`src/rtl/exc_entry_pkg.sv`:
```
package exc_entry_pkg;

    localparam int XLEN   = 32;
    localparam int CODE_W = 12;

    // Status word control bit positions
    localparam int SR_MD = 30;
    localparam int SR_RB = 29;
    localparam int SR_BL = 28;

    // Vector offsets from the base
    localparam logic [XLEN-1:0] VEC_GEXC_OFS = 32'h0000_0100;
    localparam logic [XLEN-1:0] VEC_IRQ_OFS  = 32'h0000_0600;

    // Number of interrupt event registers written together
    localparam int NUM_INT_EVT = 2;

    typedef enum logic [2:0] {
        EV_NONE  = 3'd0,
        EV_RESET = 3'd1,
        EV_GEXC  = 3'd2,
        EV_IRQ   = 3'd3,
        EV_RTE   = 3'd4
    } ev_kind_e;

    typedef struct packed {
        logic [XLEN-1:0] pc;
        logic [XLEN-1:0] sr;
    } ctx_t;

    // Status word loaded on handler entry
    function automatic logic [XLEN-1:0] entry_sr(input logic [XLEN-1:0] sr);
        logic [XLEN-1:0] r;
        r        = sr;
        r[SR_MD] = 1'b1;
        r[SR_RB] = 1'b1;
        r[SR_BL] = 1'b1;
        return r;
    endfunction

    function automatic logic [XLEN-1:0] zext_code(input logic [CODE_W-1:0] c);
        return {{(XLEN-CODE_W){1'b0}}, c};
    endfunction

endpackage

```
`src/rtl/exc_arbiter.sv`:
```
module exc_arbiter
    import exc_entry_pkg::*;
(
    input  logic     reset_req,
    input  logic     gexc_req,
    input  logic     rte_req,
    input  logic     irq_req,
    input  logic     insn_done,
    input  logic     blocked,
    output ev_kind_e kind
);
    logic irq_ok;

    // Interrupts need a completed instruction and an open block bit
    assign irq_ok = irq_req && insn_done && !blocked;

    always_comb begin
        if (reset_req)     kind = EV_RESET;
        else if (gexc_req) kind = EV_GEXC;
        else if (rte_req)  kind = EV_RTE;
        else if (irq_ok)   kind = EV_IRQ;
        else               kind = EV_NONE;
    end
endmodule

```
`src/rtl/exc_ctx_store.sv`:
```
module exc_ctx_store
    import exc_entry_pkg::*;
#(
    parameter logic [CODE_W-1:0] RESET_CODE = '0
) (
    input  logic              clk,
    input  logic              rst,
    input  ev_kind_e          kind,
    input  ctx_t              cur,
    input  logic [CODE_W-1:0] gexc_code,
    input  logic [CODE_W-1:0] irq_code,
    output ctx_t              saved,
    output logic [CODE_W-1:0] exp_code,
    output logic [CODE_W-1:0] int_code [NUM_INT_EVT]
);
    logic take_ctx;
    assign take_ctx = (kind == EV_GEXC) || (kind == EV_IRQ);

    always_ff @(posedge clk) begin
        if (rst) begin
            saved <= '0;
        end else if (take_ctx) begin
            saved <= cur;
        end
    end

    always_ff @(posedge clk) begin
        if (rst) begin
            exp_code <= '0;
        end else if (kind == EV_GEXC) begin
            exp_code <= gexc_code;
        end else if (kind == EV_RESET) begin
            exp_code <= RESET_CODE;
        end
    end

    for (genvar g = 0; g < NUM_INT_EVT; g++) begin : g_int_evt
        always_ff @(posedge clk) begin
            if (rst) begin
                int_code[g] <= '0;
            end else if (kind == EV_IRQ) begin
                int_code[g] <= irq_code;
            end
        end
    end
endmodule

```
`src/rtl/exc_redirect.sv`:
```
module exc_redirect
    import exc_entry_pkg::*;
#(
    parameter logic [XLEN-1:0] RESET_PC = 32'hA000_0000,
    parameter logic [XLEN-1:0] RESET_SR = 32'h7000_00F0
) (
    input  logic            clk,
    input  logic            rst,
    input  ev_kind_e        kind,
    input  ctx_t            cur,
    input  ctx_t            saved,
    input  logic [XLEN-1:0] vec_base,
    output logic            valid,
    output ev_kind_e        kind_q,
    output ctx_t            target
);
    ctx_t nxt;

    always_comb begin
        nxt = '0;
        case (kind)
            EV_RESET: begin
                nxt.pc = RESET_PC;
                nxt.sr = RESET_SR;
            end
            EV_GEXC: begin
                nxt.pc = vec_base + VEC_GEXC_OFS;
                nxt.sr = entry_sr(cur.sr);
            end
            EV_IRQ: begin
                nxt.pc = vec_base + VEC_IRQ_OFS;
                nxt.sr = entry_sr(cur.sr);
            end
            EV_RTE: begin
                nxt = saved;
            end
            default: nxt = '0;
        endcase
    end

    always_ff @(posedge clk) begin
        if (rst) begin
            valid  <= 1'b0;
            kind_q <= EV_NONE;
            target <= '0;
        end else begin
            valid  <= (kind != EV_NONE);
            kind_q <= kind;
            if (kind != EV_NONE) begin
                target <= nxt;
            end
        end
    end
endmodule

```
`src/rtl/exc_entry_ctrl.sv`:
```
module exc_entry_ctrl
    import exc_entry_pkg::*;
#(
    parameter logic [31:0] RESET_PC   = 32'hA000_0000,
    parameter logic [31:0] RESET_SR   = 32'h7000_00F0,
    parameter logic [11:0] RESET_CODE = 12'h000
) (
    input  logic        clk,
    input  logic        rst,
    input  logic        reset_req,
    input  logic        gexc_req,
    input  logic [11:0] gexc_code,
    input  logic        irq_req,
    input  logic [11:0] irq_code,
    input  logic        insn_done,
    input  logic        rte_req,
    input  logic [31:0] cur_pc,
    input  logic [31:0] cur_sr,
    input  logic [31:0] vec_base,
    output logic        redirect_valid,
    output logic [2:0]  redirect_kind,
    output logic [31:0] redirect_pc,
    output logic [31:0] redirect_sr,
    output logic [31:0] saved_pc,
    output logic [31:0] saved_sr,
    output logic [31:0] exp_event,
    output logic [31:0] int_event,
    output logic [31:0] int_event2
);
    ev_kind_e          kind;
    ev_kind_e          kind_q;
    ctx_t              cur;
    ctx_t              saved;
    ctx_t              target;
    logic [CODE_W-1:0] exp_code;
    logic [CODE_W-1:0] int_code [NUM_INT_EVT];

    assign cur.pc = cur_pc;
    assign cur.sr = cur_sr;

    exc_arbiter u_arb (
        .reset_req (reset_req),
        .gexc_req  (gexc_req),
        .rte_req   (rte_req),
        .irq_req   (irq_req),
        .insn_done (insn_done),
        .blocked   (cur_sr[SR_BL]),
        .kind      (kind)
    );

    exc_ctx_store #(.RESET_CODE(RESET_CODE)) u_store (
        .clk       (clk),
        .rst       (rst),
        .kind      (kind),
        .cur       (cur),
        .gexc_code (gexc_code),
        .irq_code  (irq_code),
        .saved     (saved),
        .exp_code  (exp_code),
        .int_code  (int_code)
    );

    exc_redirect #(.RESET_PC(RESET_PC), .RESET_SR(RESET_SR)) u_redir (
        .clk      (clk),
        .rst      (rst),
        .kind     (kind),
        .cur      (cur),
        .saved    (saved),
        .vec_base (vec_base),
        .valid    (redirect_valid),
        .kind_q   (kind_q),
        .target   (target)
    );

    assign redirect_kind = kind_q;
    assign redirect_pc   = target.pc;
    assign redirect_sr   = target.sr;
    assign saved_pc      = saved.pc;
    assign saved_sr      = saved.sr;
    assign exp_event     = zext_code(exp_code);
    assign int_event     = zext_code(int_code[0]);
    assign int_event2    = zext_code(int_code[1]);
endmodule

```
`config.mk`:
```
export PLATFORM = sky130hd
export DESIGN_NAME = exc_entry_ctrl
export DESIGN_NICKNAME = d
export VERILOG_FILES = /design/src/rtl/exc_entry_pkg.sv /design/src/rtl/exc_arbiter.sv /design/src/rtl/exc_ctx_store.sv /design/src/rtl/exc_redirect.sv /design/src/rtl/exc_entry_ctrl.sv
export SDC_FILE = /design/constraint.sdc
export NUM_CORES = 1
export LEC_CHECK = 0
export BUFFER_PORTS_ARGS = -buffer_cell sky130_fd_sc_hd__buf_2
export CAP_MARGIN = 10
export CORE_AREA = 3 3 139 141
export DETAILED_ROUTE_END_ITERATION = 7
export DIE_AREA = 0 0 142 144
export HOLD_SLACK_MARGIN = 0.08
export PLACE_DENSITY_LB_ADDON = 0.2
export SYNTH_ARGS = -nofsm -noshare
export SYNTH_HDL_FRONTEND = slang
export SYNTH_SLANG_ARGS = --single-unit
```
`constraint.sdc`:
```
create_clock -name clk -period 1.85 [get_ports clk]
set_clock_uncertainty 0.1 [all_clocks]
set_input_delay 0.2775 -clock clk [delete_from_list [all_inputs] [get_ports clk]]
set_output_delay 0.2775 -clock clk [all_outputs]
set_load 0.05 [all_outputs]
```
* Word-level counts from Yosys, hierarchy flattened
Index checks and enable logic that the tools add are counted.
** Storage, ports and cells
- Memories :: 0
- Word-level logic and storage cells :: 27
- ROM bits :: 0
- Output and inout port bits :: 228
- Register bits :: 156
- Bits in latches :: 0
- Bits of input ports :: 127
- Memory bits (writable) :: 0
** Cells by class
- $add $sub $neg :: 2
- Shifts and indexed selects :: 0
- $lt $le $gt $ge :: 0
- Bitwise logic cells :: 0
- Multiplexer cells :: 7
- Equal/unequal tests :: 4
- Reductions and logical operators :: 6
- Divide/modulo/power cells :: 0
- $mul :: 0
** Operators by type and width (number)
- one-hot mux 64 bit (4 select lines) :: 1
- adder 32 x 11 -> 32 bit, second input constant :: 1
- adder 32 x 9 -> 32 bit, second input constant :: 1
- 2-to-1 mux 12 bit :: 2
- 2-to-1 mux 3 bit :: 3
- equality test 3 x 2 -> 1 bit, second input constant :: 2
- equality test 3 x 1 -> 1 bit, second input constant :: 1
- equality test 3 bit, second input constant :: 1
- nonzero test 3 bit :: 1
- logical AND 1 bit :: 2
- 2-to-1 mux 2 bit :: 1
- nonzero test 2 bit :: 1
- zero test 1 bit :: 1
- logical OR 1 bit :: 1

* Depth between registers and ports, before layout
- Word-level depth :: 9
- Depth in mapped cells :: 8
- Gate-level depth less buffers :: 7

* Cells and area by module
From an unflattened synthesis, not the netlist that was laid out.
** Second synthesis, totals
- Cells, all modules :: 989
- Area total of the unflattened synthesis :: 7673.6 µm²
** By module, submodules not included
- exc_redirect :: cells each 521, instances 1, seq. area each 1361.3 µm², area an instance 3926.3 µm²
- exc_ctx_store :: cells each 402, instances 1, seq. area each 1761.7 µm², area an instance 3258.1 µm²
- exc_entry_ctrl :: cells each 61, instances 1, seq. area each 0.0 µm², area an instance 454.2 µm²
- exc_arbiter :: cells each 5, instances 1, seq. area each 0.0 µm², area an instance 35.0 µm²

* Worst setup path after synthesis
No wires, ideal clock.
- Path type :: in2reg
- From :: input vec_base[19]
- To :: register, netlist name u_redir.target[62]
- Path buffers :: 2
- Stages on the path :: 7
- Required time :: 1617 ps
- Library setup time :: 133 ps
- Path slack :: -154 ps
- Arrival time :: 1772 ps
- Cells stage by stage :: buf_2 > nand4_1 > or4_1 > buf_2 > o31a_1 > o21ai_1 > a31oi_1
** On the way
- Longest elaborated chain between the ends :: 2
- Elaborated cells on any way between the ends :: 3
- Classes of those cells :: 2 x add/sub; 1 x mux
** RTL lines
- start, declared :: line exc_entry_ctrl.sv:19 : input logic [31:0] vec_base,
- adder 32 x 11 -> 32 bit / adder 32 x 9 -> 32 bit (equally long branches) :: line exc_redirect.sv:31, exc_redirect.sv:27
- one-hot mux 64 bit (4 select lines) (*) :: line exc_redirect.sv:21 : case (kind)
Every way passes the cells marked *; elsewhere a longest branch is shown, timed or not.
A chain may end at the register's enable or synchronous reset.

* Final worst setup path
- From :: input vec_base[9]
- To :: register, netlist name u_redir.target[62]
** On the way
- Longest elaborated chain between the ends :: 2
- Elaborated cells on any way between the ends :: 3
- Classes of those cells :: 2 x add/sub; 1 x mux
** RTL lines (line)
- adder 32 x 11 -> 32 bit / adder 32 x 9 -> 32 bit (equally long branches) :: exc_redirect.sv:31, exc_redirect.sv:27
- one-hot mux 64 bit (4 select lines) (*) :: exc_redirect.sv:21
Marks and branches as above.

==> results.json <==
{
  "cts_buffers": 17,
  "clock.fmax_ghz": 0.612,
  "gpl.final_weighted_congestion": 0.854,
  "cts_sinks": 156,
  "vias": 7836,
  "start_kind": "primary input",
  "path_max_fanout": 6,
  "reg2reg_depth": 3,
  "yosys.area.top_type": "dfxtp_1",
  "outcome": "finished, final reports clean",
  "clk_latency_ps": 420,
  "cellPowerDensity_nw_per_um2": 842,
  "synth_warnings": 0,
  "final.period_utilization_pct": 88.3,
  "antenna_found_initial": 1,
  "ir_worst_vdd_mv": 0.623,
  "synth-seq-cells": 156,
  "syn_inst": 878,
  "required_ps": 2050,
  "ant_nets": 0,
  "grt_pass1_vias": 7373,
  "hpwlAfterDp_um": 18800,
  "clkTransAtPathRegs_ps": 70,
  "start_util_pct": 39.3,
  "reg2reg_to": "u_redir.target[63]$_SDFFE_PP0P_",
  "synth.top_cell.area_share_pct": 43.9,
  "ys_top_cells_by_area": "dfxtp_1 44%, nand2_1 9.3%, a21oi_1 8.2%, buf_4 7.7%, nor2_1 3.5%",
  "cts_tree": "done",
  "drc": 0,
  "rsz0062_at_grt": "false",
  "port_buffers": 294,
  "areaGrowthSynthToFinish_pct": 50.7,
  "die_h_um": 144,
  "yosysMostFrequentCell": "nand2_1",
  "max-cap-violations": 0,
  "htreeDepth": 4,
  "dr_wl_met2_um": 12500,
  "core_um2": 18100,
  "final_util_pct": 59.3,
  "die_area_um2": 20400,
  "nFillCells": 1635,
  "highest_layer": "met5",
  "post_drt_wl_per_cell_um": 16.7,
  "drtIter0Drc": 566,
  "dr.pass1.iters": 6,
  "post_cts_resized": 0,
  "maxSlewViolCount": 0,
  "nNetsFinal": 1438,
  "setup.worst_path.end": "u_redir.target[62]$_SDFFE_PP0P_",
  "cts_max_path_buffers": 2,
  "crit_arrival_ps": 1830,
  "hold_viol": 0,
  "die_x_um": 142,
  "rrSetupSlack_ps": 690,
  "ys_seq_area_share_pct": 43.9,
  "hold_depth": 2,
  "synthTopCellsByCount": "177 x nand2_1, 156 x dfxtp_1, 116 x a21oi_1",
  "grt_max_degree": 71,
  "wl_um": 25900,
  "async_flop_share_pct": 0,
  "n_antenna_cell": 0,
  "worstSetupEndpointType": "register",
  "holdBufCountCts": 95,
  "wl_met1_um": 11000,
  "fin_tns_setup_ps": 0,
  "hp-class": "in2reg",
  "synth_edf_count": 0,
  "regToRegStartpoint": "u_store.saved[63]$_SDFFE_PP0P_",
  "critPathKind": "in2reg",
  "io_pins": 355,
  "worst_slack_ps": 216,
  "setup_violations": 0,
  "wl_met3_um": 1940,
  "ys_types": 52,
  "drive_gt1_share_pct": 33.7,
  "dp_slack_ps": -209,
  "finalCriticalPeriod_ps": 1630,
  "syn_area_um2": 7110,
  "synth-main-ff-cell": "dfxtp_1",
  "num_rows": 49,
  "overflow": 0,
  "cts-root-buf": "clkbuf_16",
  "grt_pass1_wl_um": 39600,
  "syn_avg_cell_area_um2": 8.10,
  "grt_usage_pct": 24.4,
  "power.total_uw": 9030,
  "critPathLaunch": "vec_base[9]",
  "leakage_uw": 0.00495,
  "viasPerCell": 5.06,
  "cts_setup_buffers": 0
}
power by group:
part,total [uW],switching (uW),leakage (uW),internal [uW]
sequential,3610,101,0.00128,3510
combinational,2000,1370,0.00339,630
clock,3420,1620,0.000282,1800
stage by stage:
stage,instance area (um^2),std cells,hold WS [ps]
after floorplan,7390,937,314
after global placement,9200,1423,337
after detailed placement,9200,1423,341
after CTS,10700,1550,126
after global routing,10700,1550,154
final,10700,1550,147
worst max-delay path, stage by stage:
cell and delay (ps):
buf_2 110, ha_1 180, nand3_1 180, or4_1 570, o31a_1 290, o21ai_1 140, a31oi_1 90
state kept, by name, summed over array words and instances, names as in the netlist:
register,flops
u_store.exp_code,12
u_redir.valid,1
u_redir.kind_q,3
u_redir.target,64
u_store.int_code,12
u_store.saved,64
worst min path at each step:
stage	end	from	slack, ps
global placement	u_redir.target[41]$_SDFFE_PP0P_	u_redir.target[41]$_SDFFE_PP0P_	340
CTS	u_store.saved[28]$_SDFFE_PP0P_	cur_sr[28]	130
floorplan	u_store.saved[32]$_SDFFE_PP0P_	cur_pc[0]	310
global route	u_redir.target[54]$_SDFFE_PP0P_	rst	150
finish	u_redir.target[54]$_SDFFE_PP0P_	rst	150
detailed placement	u_redir.target[42]$_SDFFE_PP0P_	u_redir.target[42]$_SDFFE_PP0P_	340
cells in the final DEF (no fill, tap or decap), drive strengths merged, types with 3 or more instances in the layout:
cell type      n
nand2        177
nand2b         3
conb          60
clkbuf        17
o21a           6
dfxtp        156
inv           12
o31a           6
nor4          15
or3            3
a21oi        117
o21ai         15
a221oi         4
a221o          3
a31oi          6
a32oi          3
dlygate4sd3   95
or2            6
a311oi         5
o22a           4
nor3          21
a222oi        13
a211oi         4
ha             3
xor2          13
nand4         12
or4            3
a22oi         32
nor2          67
mux2i         14
clkinv         5
buf          396
o22ai          3
cells by family (layout without fill, tap and decap cells):
kind of cell | count (synthesis) | count (layout) | synth area share [%]
AO/OA/AOI/OAI | 227 | 227 | 20.4
XOR/XNOR | 15 | 15 | 1.85
multiplexers | 14 | 14 | 1.97
buffers and inverters | 142 | 526 | 11.4
AND/OR/NAND/NOR | 320 | 320 | 19.9
flip-flops | 156 | 156 | 43.9
other | 1 | 60 | 0.0527
adder cells (fa/ha/maj) | 3 | 3 | 0.528
routing by layer:
layer / GRT usage, % / vias to the layer above
li1: - / 3819
met1: 31.1 / 3654
met2: 40.7 / 326
met3: 6.08 / 35
met4: 7.63 / 2
met5: 0 / -
layout make-up:
class / instances / area (um^2) / area share (%)
clock buffers: 17 / 425 / 3.97
clock inverters: 15 / 148 / 1.38
repair buffers: 491 / 3300 / 30.8
well taps: 229 / 287 / 2.67
flip-flops and latches: 156 / 3120 / 29.1
multi-input cells: 639 / 3420 / 31.9
inverters: 3 / 11.3 / 0.105
No activity file was read; power rests on OpenSTA's default activity.
